### config.mk
export PLATFORM = sky130hd
export DESIGN_NAME = pll_search
export DESIGN_NICKNAME = d
export VERILOG_FILES = /design/src/rtl/pll_search_pkg.sv /design/src/rtl/pll_search_div.sv /design/src/rtl/pll_search_setup.sv /design/src/rtl/pll_search.sv
export SDC_FILE = /design/constraint.sdc
export NUM_CORES = 1
export LEC_CHECK = 0
export ABC_AREA = 0
export BUFFER_PORTS_ARGS = -buffer_cell sky130_fd_sc_hd__buf_2
export CAP_MARGIN = 20
export CORE_ASPECT_RATIO = 0.75
export CORE_UTILIZATION = 35
export CTS_CLUSTER_SIZE = 20
export DETAILED_ROUTE_END_ITERATION = 12
export PLACE_DENSITY_LB_ADDON = 0.15
export RECOVER_POWER = 25
export SLEW_MARGIN = 20
export SYNTH_ARGS = -nofsm -noshare
export SYNTH_HDL_FRONTEND = slang
export SYNTH_SLANG_ARGS = --single-unit
### constraint.sdc
create_clock -name clk_i -period 7.57 [get_ports clk_i]
set_input_delay 0.3785 -clock clk_i [delete_from_list [all_inputs] [get_ports clk_i]]
set_output_delay 0.3785 -clock clk_i [all_outputs]
set_load 0.02 [all_outputs]
### src/rtl/pll_search_pkg.sv
package pll_search_pkg;
  localparam int unsigned RATE_MIN_KHZ = 80000;
  localparam int unsigned RATE_MAX_KHZ = 2500000;
  localparam int unsigned FREF_MIN_KHZ = 2000;
  localparam int unsigned FREF_MAX_KHZ = 64000;
  localparam int unsigned PFD_MIN_KHZ  = 2000;
  localparam int unsigned PFD_MAX_KHZ  = 8000;
  localparam int unsigned BAND_KHZ     = 80000;
  localparam int unsigned MUL_MIN      = 64;
  localparam int unsigned MUL_MAX      = 625;
  localparam int unsigned NDIV_MAX     = 16;
  localparam int unsigned OUT_MIN_KHZ  = 40000;
  localparam int unsigned OUT_MAX_KHZ  = 1250000;

  typedef enum logic [2:0] {
    S_IDLE, S_CHECK, S_LAUNCH_M, S_WAIT_M, S_LAUNCH_F, S_WAIT_F, S_NEXT, S_DONE
  } srch_state_e;
endpackage

### src/rtl/pll_search_div.sv
module pll_search_div #(
  parameter int W = 30
) (
  input  logic         clk_i,
  input  logic         rst_ni,
  input  logic         start_i,
  input  logic [W-1:0] dividend_i,
  input  logic [W-1:0] divisor_i,
  output logic         done_o,
  output logic [W-1:0] quot_o
);
  localparam int CW = $clog2(W + 1);

  logic [CW-1:0] cnt_q;
  logic [W-1:0]  q_q, r_q, dvs_q;
  logic          done_q;
  logic [W:0]    rs, diff;

  assign rs   = {r_q, q_q[W-1]};
  assign diff = rs - {1'b0, dvs_q};

  always_ff @(posedge clk_i or negedge rst_ni) begin
    if (!rst_ni) begin
      cnt_q  <= '0;
      q_q    <= '0;
      r_q    <= '0;
      dvs_q  <= '0;
      done_q <= 1'b0;
    end else if (start_i) begin
      cnt_q  <= CW'(W);
      q_q    <= dividend_i;
      r_q    <= '0;
      dvs_q  <= divisor_i;
      done_q <= 1'b0;
    end else if (cnt_q != '0) begin
      cnt_q  <= cnt_q - 1'b1;
      done_q <= (cnt_q == CW'(1));
      if (!diff[W]) begin
        r_q <= diff[W-1:0];
        q_q <= {q_q[W-2:0], 1'b1};
      end else begin
        r_q <= rs[W-1:0];
        q_q <= {q_q[W-2:0], 1'b0};
      end
    end else begin
      done_q <= 1'b0;
    end
  end

  assign done_o = done_q;
  assign quot_o = q_q;
endmodule

### src/rtl/pll_search_setup.sv
module pll_search_setup
  import pll_search_pkg::*;
#(
  parameter int FREQ_W = 17,
  parameter int RATE_W = 22,
  parameter int N_W    = 5
) (
  input  logic [FREQ_W-1:0] fref_i,
  input  logic [RATE_W-1:0] rate_i,
  output logic [RATE_W-2:0] target_o,
  output logic [1:0]        div_sh_o,
  output logic [N_W-1:0]    n_lo_o,
  output logic [N_W-1:0]    n_hi_o,
  output logic              legal_o
);
  localparam int FOUT_W = RATE_W - 1;

  logic rate_ok, fref_ok;

  assign target_o = rate_i[RATE_W-1:1];
  assign rate_ok  = (int'(rate_i) >= RATE_MIN_KHZ) && (int'(rate_i) <= RATE_MAX_KHZ);
  assign fref_ok  = (int'(fref_i) >= FREF_MIN_KHZ) && (int'(fref_i) <= FREF_MAX_KHZ);

  // post divider 8/min(ceil(t/band),8) as a shift: 8,4,2,1
  always_comb begin
    if (int'(target_o) <= BAND_KHZ)          div_sh_o = 2'd3;
    else if (int'(target_o) <= 2 * BAND_KHZ) div_sh_o = 2'd2;
    else if (int'(target_o) <= 4 * BAND_KHZ) div_sh_o = 2'd1;
    else                                     div_sh_o = 2'd0;
  end

  // ceil/floor of fref over the PFD limits, clamped to 1..NDIV_MAX
  always_comb begin
    n_lo_o = N_W'(1);
    n_hi_o = N_W'(1);
    for (int k = 1; k < NDIV_MAX; k++)
      if (int'(fref_i) > k * PFD_MAX_KHZ) n_lo_o = N_W'(k + 1);
    for (int k = 2; k <= NDIV_MAX; k++)
      if (int'(fref_i) >= k * PFD_MIN_KHZ) n_hi_o = N_W'(k);
  end

  assign legal_o = rate_ok && fref_ok && (n_lo_o <= n_hi_o) && (FOUT_W > 0);
endmodule

### src/rtl/pll_search.sv
module pll_search
  import pll_search_pkg::*;
#(
  parameter int FREQ_W = 17,
  parameter int RATE_W = 22,
  parameter int M_W    = 10,
  parameter int N_W    = 5
) (
  input  logic              clk_i,
  input  logic              rst_ni,
  input  logic              start_i,
  input  logic [FREQ_W-1:0] fref_i,
  input  logic [RATE_W-1:0] rate_i,
  output logic              busy_o,
  output logic              done_o,
  output logic              ok_o,
  output logic [M_W-1:0]    m_o,
  output logic [N_W-1:0]    n_o,
  output logic [RATE_W-2:0] fout_o
);
  localparam int FOUT_W = RATE_W - 1;
  localparam int DIV_W  = FOUT_W + N_W + 4;

  srch_state_e state_q;
  logic [FREQ_W-1:0] fref_q;
  logic [RATE_W-1:0] rate_q;
  logic [N_W-1:0]    n_q;
  logic [M_W-1:0]    m_q;

  logic [FOUT_W-1:0] target;
  logic [1:0]        div_sh;
  logic [N_W-1:0]    n_lo, n_hi;
  logic              legal;

  logic              best_vld_q;
  logic [M_W-1:0]    best_m_q;
  logic [N_W-1:0]    best_n_q;
  logic [FOUT_W-1:0] best_f_q, best_err_q;

  logic              ok_q;
  logic [M_W-1:0]    m_res_q;
  logic [N_W-1:0]    n_res_q;
  logic [FOUT_W-1:0] f_res_q;

  logic             div_go, div_done;
  logic [DIV_W-1:0] div_a, div_b, quot;
  logic [DIV_W-1:0] prod_tn;
  logic [FOUT_W-1:0] f_cand, f_err;
  logic             m_fits, f_fits;

  pll_search_setup #(.FREQ_W(FREQ_W), .RATE_W(RATE_W), .N_W(N_W)) u_setup (
    .fref_i   (fref_q),
    .rate_i   (rate_q),
    .target_o (target),
    .div_sh_o (div_sh),
    .n_lo_o   (n_lo),
    .n_hi_o   (n_hi),
    .legal_o  (legal)
  );

  assign prod_tn = DIV_W'(target) * DIV_W'(n_q);
  assign div_go  = (state_q == S_LAUNCH_M) || (state_q == S_LAUNCH_F);

  always_comb begin
    if (state_q == S_LAUNCH_F) begin
      div_a = DIV_W'(m_q) * DIV_W'(fref_q);
      div_b = DIV_W'(n_q) << div_sh;
    end else begin
      // round-half-up: (2*t*n*div + fref) / (2*fref)
      div_a = (prod_tn << ({1'b0, div_sh} + 3'd1)) + DIV_W'(fref_q);
      div_b = DIV_W'(fref_q) << 1;
    end
  end

  pll_search_div #(.W(DIV_W)) u_div (
    .clk_i      (clk_i),
    .rst_ni     (rst_ni),
    .start_i    (div_go),
    .dividend_i (div_a),
    .divisor_i  (div_b),
    .done_o     (div_done),
    .quot_o     (quot)
  );

  assign m_fits = (quot >= DIV_W'(MUL_MIN)) && (quot <= DIV_W'(MUL_MAX));
  assign f_fits = (quot >= DIV_W'(OUT_MIN_KHZ)) && (quot <= DIV_W'(OUT_MAX_KHZ));
  assign f_cand = quot[FOUT_W-1:0];
  assign f_err  = (target > f_cand) ? (target - f_cand) : (f_cand - target);

  always_ff @(posedge clk_i or negedge rst_ni) begin
    if (!rst_ni) begin
      state_q    <= S_IDLE;
      fref_q     <= '0;
      rate_q     <= '0;
      n_q        <= '0;
      m_q        <= '0;
      best_vld_q <= 1'b0;
      best_m_q   <= '0;
      best_n_q   <= '0;
      best_f_q   <= '0;
      best_err_q <= '1;
      ok_q       <= 1'b0;
      m_res_q    <= '0;
      n_res_q    <= '0;
      f_res_q    <= '0;
    end else begin
      unique case (state_q)
        S_IDLE: if (start_i) begin
          fref_q  <= fref_i;
          rate_q  <= rate_i;
          state_q <= S_CHECK;
        end
        S_CHECK: begin
          best_vld_q <= 1'b0;
          best_err_q <= '1;
          n_q        <= n_lo;
          if (legal) state_q <= S_LAUNCH_M;
          else begin
            ok_q    <= 1'b0;
            m_res_q <= '0;
            n_res_q <= '0;
            f_res_q <= '0;
            state_q <= S_DONE;
          end
        end
        S_LAUNCH_M: state_q <= S_WAIT_M;
        S_WAIT_M: if (div_done) begin
          m_q     <= quot[M_W-1:0];
          state_q <= m_fits ? S_LAUNCH_F : S_NEXT;
        end
        S_LAUNCH_F: state_q <= S_WAIT_F;
        S_WAIT_F: if (div_done) begin
          if (f_fits && (!best_vld_q || f_err < best_err_q)) begin
            best_vld_q <= 1'b1;
            best_m_q   <= m_q;
            best_n_q   <= n_q;
            best_f_q   <= f_cand;
            best_err_q <= f_err;
          end
          state_q <= S_NEXT;
        end
        S_NEXT: begin
          if (n_q == n_hi) begin
            ok_q    <= best_vld_q;
            m_res_q <= best_vld_q ? best_m_q : '0;
            n_res_q <= best_vld_q ? best_n_q : '0;
            f_res_q <= best_vld_q ? best_f_q : '0;
            state_q <= S_DONE;
          end else begin
            n_q     <= n_q + 1'b1;
            state_q <= S_LAUNCH_M;
          end
        end
        S_DONE:  state_q <= S_IDLE;
        default: state_q <= S_IDLE;
      endcase
    end
  end

  assign busy_o = (state_q != S_IDLE);
  assign done_o = (state_q == S_DONE);
  assign ok_o   = ok_q;
  assign m_o    = m_res_q;
  assign n_o    = n_res_q;
  assign fout_o = f_res_q;
endmodule

* Yosys cells after proc, flatten, opt, wreduce, memory -nomap -nowiden
Cells that the tools add are included.
** Operators by class
- Add/subtract/negate cells :: 7
- Multiply operators :: 2
- Magnitude comparators :: 44
- Equal/unequal tests :: 16
- Shift-type cells :: 2
- Mux-type cells :: 76
- Reduce and logical (&&, ||, !) cells :: 23
** Operators with widths (count)
- 30-bit two-way mux :: 7
- 17-bit by 15-bit greater-or-equal comparator with 1-bit output (second input constant) :: 8
- 21-bit two-way mux :: 6
- 17-bit greater-than comparator (second input constant) :: 7
- 21-bit one-hot mux with 2 select lines :: 2
- 17-bit by 14-bit greater-or-equal comparator with 1-bit output (second input constant) :: 4
- 17-bit by 16-bit greater-than comparator with 1-bit output (second input constant) :: 4
- 4-bit two-way mux :: 16
- 21-bit subtractor :: 2
- 5-bit two-way mux :: 8
- 3-bit two-way mux :: 13
- 17-bit by 13-bit greater-or-equal comparator with 1-bit output (second input constant) :: 2
- 17-bit by 15-bit greater-than comparator with 1-bit output (second input constant) :: 2
- 31-bit by 30-bit subtractor with 31-bit output :: 1
- 30-bit by 17-bit adder with 30-bit output :: 1
- 30-bit by 16-bit greater-or-equal comparator with 1-bit output (second input constant) :: 1
- 30-bit by 7-bit greater-or-equal comparator with 1-bit output (second input constant) :: 1
- 30-bit by 10-bit less-or-equal comparator with 1-bit output (second input constant) :: 1
- 30-bit by 21-bit less-or-equal comparator with 1-bit output (second input constant) :: 1
- 10-bit two-way mux :: 3
- 26-bit by 3-bit << shifter with 30-bit output :: 1
- 5-bit by 2-bit << shifter with 30-bit output :: 1
- 10-bit by 17-bit multiplier with 27-bit output :: 1
- 21-bit by 5-bit multiplier with 26-bit output :: 1
- 38 further kinds :: 76
** Storage, ports and cells
- Register bits :: 248
- Input bits :: 42
- Output and inout bits :: 39
- Logic and storage cells :: 189

* Logic depth before layout (Yosys ltp)
- Depth after elaboration :: 20
- Depth in mapped cells :: 32
- Depth with buffers taken out :: 30

* Modules after synthesis
Synthesis repeated with hierarchy kept, for this count alone.
** Unflattened totals
- Cells, all modules :: 3280
- Area total of the unflattened synthesis :: 28013.1 sq um
** Modules (own cells, without submodules)
- pll_search :: times used 1, cells an instance 2339, area each 20318.2 sq um, seq. area each 3829.9 sq um
- pll_search_div :: times used 1, cells an instance 666, area each 6007.0 sq um, seq. area each 2402.3 sq um
- pll_search_setup :: times used 1, cells an instance 275, area each 1687.9 sq um, seq. area each 0.0 sq um

* Worst setup path before layout
No wires, ideal clock.
- Path kind :: register to register
- Start :: register rate_q[1]
- End :: register u_div.q_q[26], in the netlist u_div.quot_o[26]
- Library setup time :: 0.126 ns
- Arrival :: 6.819 ns
- Required time :: 7.444 ns
- Slack :: 0.625 ns
- Cell stages (with the launch flop) :: 27
- Path buffers :: 6
- Clock period less this slack :: 6.945 ns
- Cell sequence :: dfrtp_1 or4_4 or4_4 a2111oi_4 o31a_2 inv_2 buf_1 clkbuf_1 clkbuf_1 ha_1 clkbuf_1 clkbuf_1 buf_1 mux2_2 nor2_1 ha_1 nor2b_1 o31a_1 o211ai_1 a21oi_1 o31ai_1 o31ai_1 o41ai_1 nor4_1 nand4_1 xnor2_1 a221o_1
** On the way
- Cells in the longest elaborated chain, start to end :: 9
- Elaborated cells between the ends (all ways) :: 12
- Classes of those cells :: add/sub (2); mul (1); order compare (3); shift (1); mux (5)
** Ends and longest elaborated chain
- start, declared :: line pll_search.sv:26 : logic [RATE_W-1:0] rate_q;
- start signal, assigned :: line pll_search.sv:110 : rate_q <= rate_i;
- branches (longest 5 deep; another with 21-bit by 5-bit multiplier with 26-bit output)
- 26-bit by 3-bit << shifter with 30-bit output (*) :: line pll_search.sv:70 : div_a = (prod_tn << ({1'b0, div_sh} + 3'd1)) + DIV_W'(fref_q);
- 30-bit by 17-bit adder with 30-bit output (*) :: line pll_search.sv:70
- 30-bit two-way mux (*) :: line pll_search.sv:65 : if (state_q == S_LAUNCH_F) begin
- 30-bit two-way mux (*) :: line pll_search_div.sv:29 : end else if (start_i) begin
- end signal, assigned :: line pll_search_div.sv:31 : q_q <= dividend_i;
- end signal, assigned :: line pll_search_div.sv:40 : q_q <= {q_q[W-2:0], 1'b1};
- end signal, assigned :: line pll_search_div.sv:43 : q_q <= {q_q[W-2:0], 1'b0};
- end, declared :: line pll_search_div.sv:15 : logic [W-1:0] q_q, r_q, dvs_q;
Mark *: on every way between the ends.
A chain may end at the register's enable or synchronous reset.

* Worst setup path after layout
- Start :: register m_q[3]
- End :: register u_div.q_q[26], in the netlist u_div.quot_o[26]
** On the way
- Cells in the longest elaborated chain, start to end :: 3
** Ends and longest elaborated chain
- start, declared :: line pll_search.sv:28 : logic [M_W-1:0] m_q;
- start signal, assigned :: line pll_search.sv:128 : m_q <= quot[M_W-1:0];
- 10-bit by 17-bit multiplier with 27-bit output :: line pll_search.sv:66 : div_a = DIV_W'(m_q) * DIV_W'(fref_q);
- 30-bit two-way mux :: line pll_search.sv:65
- 30-bit two-way mux :: line pll_search_div.sv:29
Every way passes these cells.

==> metrics.txt <==
status=complete, but fails checks; failing checks=capacitance limit, slew limit; wire length of the first global-routing pass=138000 um; synthesized instance count=3131; count of yosys warnings during synthesis=0; final worst clock skew=0.0297 ns; worst-case hold path end point=fref_q[0]$_DFFE_PN0P_; clock root cell=sky130_fd_sc_hd__clkbuf_16; worst-path maximum fanout=19; worst setup slack for register-to-register paths=0.42 ns; Placement Rows=86; FF-to-FF End=u_div.quot_o[26]$_DFFE_PN0P_; Die Outline Area=75700 um2; average vias per placed instance=5.61; insertion delay to the later sink of the worst-skew pair=0.62 ns; First-pass DRT Iterations=6; post-layout instance count excluding filler cells=4135; cell chain of the critical path=nand2_1 > fa_1 > fa_1 > fa_1 > fa_1 > inv_1 > fa_1 > ha_1 > o21a_1 > o21ai_0 > nor2_1 > a2111oi_0 > o31ai_1 > a311o_1 > a21oi_1 > o21bai_1 > a31oi_1 > xnor2_1 > a221o_1; setup tns final=0 ns; highest clock frequency the design can meet=0.140 GHz; HP Start=fref_i[0]; Worst-Margin Slew=6.06 ns; average detailed-routed wire length per instance=21.2 um; count of inserted antenna diode cells=0; RSZ-0062 raised after global routing=false; buffers from clock root to sink, at most=3; Mapped Avg Cell Area=8.34 um2; worst path arrival time=7.64 ns; number of buffers created by CTS=29; remaining number of nets flagged by the antenna check after routing=0; source of the worst register-to-register timing path=m_q[3]$_DFFE_PN0P_; CP max-delay cell=sky130_fd_sc_hd__dfrtp_1; share of flip-flops with an asynchronous set or reset=100%; CTS tree=done; total number of vias=23213; cell depth of the worst min-delay path=2; net count reported at finish=3567; worst slack at placement=0.294 ns; Layout area overhead=10.4%; Synth area leader=sky130_fd_sc_hd__dfrtp_1; slowest cell delay on critical path=0.90 ns; final global-route overflow total=0; HPWL reported at the end of detailed placement=66600 um; class of the most critical hold timing path=input port to register; post-synthesis sequential area ratio=22.7%; Worst R2R Path Depth=19; pin count of the biggest net entering global routing=133; count of final hold-check violations=0; area of the placeable core=73600 um2; clock period minus worst slack=7.15 ns; crit start category=register; starting utilization of the core area=35.5%; height of the chip=238 um; die extent in x=317 um; most used cell along the critical path=sky130_fd_sc_hd__fa_1; vias in the first global route=22822; cells taking the most area after synthesis=sky130_fd_sc_hd__dfrtp_1 21%, sky130_fd_sc_hd__fa_1 14%, sky130_fd_sc_hd__ha_1 9.7%; Reg clk slew, reported paths=0.06 ns; placed insts=4057; leading cell types in the layout, fill and taps excluded=390 x sky130_fd_sc_hd__nand2_1, 310 x sky130_fd_sc_hd__inv_1, 212 x sky130_fd_sc_hd__dfrtp_1; count of distinct cell types in the synthesized netlist=89; Top-Level Pins=81; family with the most delay on the worst path=adder cells; final wirelength=87700 um; final setup vio count=0; Slew Limit Headroom=-304%; Synthesized Nets=3554; post-synthesis cell area=26100 um2; Synth Register Bits=236; max_cap viols=1; total count of max-transition violations in the final report=106; combined buffer and inverter count along the critical path=1; H-Tree Depth=1; flip-flop cell with the highest count after synthesis=sky130_fd_sc_hd__dfrtp_1; share of post-route cells with drive strength above 1=9.76%; number of remaining DRC errors=0; share of the clock period used by the worst path=94.5%; most common cell after layout, fill and taps aside=sky130_fd_sc_hd__nand2_1; class of the most critical setup path=register to register; initial antenna violation count=2; number of enable-type register cells in the synthesized netlist=0; number of buffers added on ports=80; gr usage total=23.3%; Iteration-0 DRC Markers=2143; setup slack of the critical path after layout=0.417 ns; Worst Setup End Kind=register; number of sinks handled by clock tree synthesis=236; fraction of synthesized cell area taken by the top area cell type=20.6%; required time of the critical path=8.05 ns; final weighted congestion in routability-driven placement=0.933
logic make-up after synthesis:
| group | after synthesis | share of synthesized area [%] |
|---|---|---|
| AOI/OAI and AO/OA | 766 | 19.1 |
| xor gates and xnor gates | 104 | 3.49 |
| adders and majority gates | 381 | 23.4 |
| buffers and inverters | 505 | 7.28 |
| DFF | 236 | 22.7 |
| muxes | 118 | 4.96 |
| and+or+nand+nor | 1021 | 19.0 |
worst register-to-register path, cell delays in order, from the launching register on:
cell	delay (ns)
sky130_fd_sc_hd__dfrtp_1	0.90
sky130_fd_sc_hd__nand2_1	0.19
sky130_fd_sc_hd__fa_1	0.54
sky130_fd_sc_hd__fa_1	0.54
sky130_fd_sc_hd__fa_1	0.44
sky130_fd_sc_hd__fa_1	0.54
sky130_fd_sc_hd__inv_1	0.06
sky130_fd_sc_hd__fa_1	0.47
sky130_fd_sc_hd__ha_1	0.33
sky130_fd_sc_hd__o21a_1	0.12
sky130_fd_sc_hd__o21ai_0	0.44
sky130_fd_sc_hd__nor2_1	0.12
sky130_fd_sc_hd__a2111oi_0	0.80
sky130_fd_sc_hd__o31ai_1	0.24
sky130_fd_sc_hd__a311o_1	0.39
sky130_fd_sc_hd__a21oi_1	0.15
sky130_fd_sc_hd__o21bai_1	0.11
sky130_fd_sc_hd__a31oi_1	0.21
sky130_fd_sc_hd__xnor2_1	0.10
sky130_fd_sc_hd__a221o_1	0.34
timing repair:
action	4_1_cts	5_1_grt
resized for setup	0	5
setup buffers	0	0
hold buffers	24	0
endpoints found under the setup margin	0	8
endpoints found under the hold margin	113	0
cell usage after synthesis, drive strengths merged (70+ instances only):
master,number
ha,202
clkbuf,180
o21ai,214
inv,311
nand3,91
nand2,392
dfrtp,215
and2,152
fa,179
nor2,160
xnor2,70
a21oi,173
sequential cells by signal, summed over array words and instances, names as in the netlist, 10 cells and up:
signal	count
u_div.r_q	30
best_m_q	10
m_o	10
rate_q	22
best_err_q	21
fref_q	17
m_q	10
u_div.quot_o	30
fout_o	21
best_f_q	21
u_div.dvs_q	18
cell type report:
| type | count | area [um2] |
|---|---|---|
| clock inverters | 22 | 235 |
| well taps | 968 | 1210 |
| multi-input cells | 2390 | 18300 |
| inverters | 313 | 1170 |
| repair buffers | 174 | 1160 |
| flip-flops and latches | 236 | 5940 |
| clock buffers | 32 | 757 |
| fillers | 7596 | 44800 |
how the worst max path moves through the flow:
stage | slack [ns] | start | cells after the start | to
6_report | 0.42 | m_q[3]$_DFFE_PN0P_ | 19 | u_div.quot_o[26]$_DFFE_PN0P_
5_1_grt | 0.07 | n_q[4]$_DFFE_PN0P_ | 27 | u_div.quot_o[29]$_DFFE_PN0P_
4_1_cts | 0.29 | n_q[3]$_DFFE_PN0P_ | 23 | u_div.quot_o[29]$_DFFE_PN0P_
3_5_place_dp | 0.29 | n_q[3]$_DFFE_PN0P_ | 23 | u_div.quot_o[29]$_DFFE_PN0P_
3_3_place_gp | 0.40 | n_q[3]$_DFFE_PN0P_ | 23 | u_div.quot_o[29]$_DFFE_PN0P_
2_1_floorplan | 0.63 | rate_q[1]$_DFFE_PN0P_ | 26 | u_div.quot_o[26]$_DFFE_PN0P_
metal layers:
metal | up-vias | routed length, um | track usage [%]
li1 | 10849 | - | -
met1 | 11483 | 45100 | 37.0
met2 | 781 | 35500 | 33.0
met3 | 98 | 5640 | 3.36
met4 | 2 | 1480 | 4.41
met5 | - | 13 | 0
metrics by stage:
stage	hold slack, ns	area, um2	util, %
6_report	0.0223	28800	39.2
5_1_grt	0.0148	28800	39.2
4_1_cts	0.000536	28800	39.2
3_5_place_dp	0.492	27600	37.5
3_3_place_gp	0.491	27600	37.5
2_1_floorplan	0.0829	26100	-
Power is left out: the tool's default activity adds up to more than one toggle a clock period on the data nets, which glitch-free logic cannot reach.
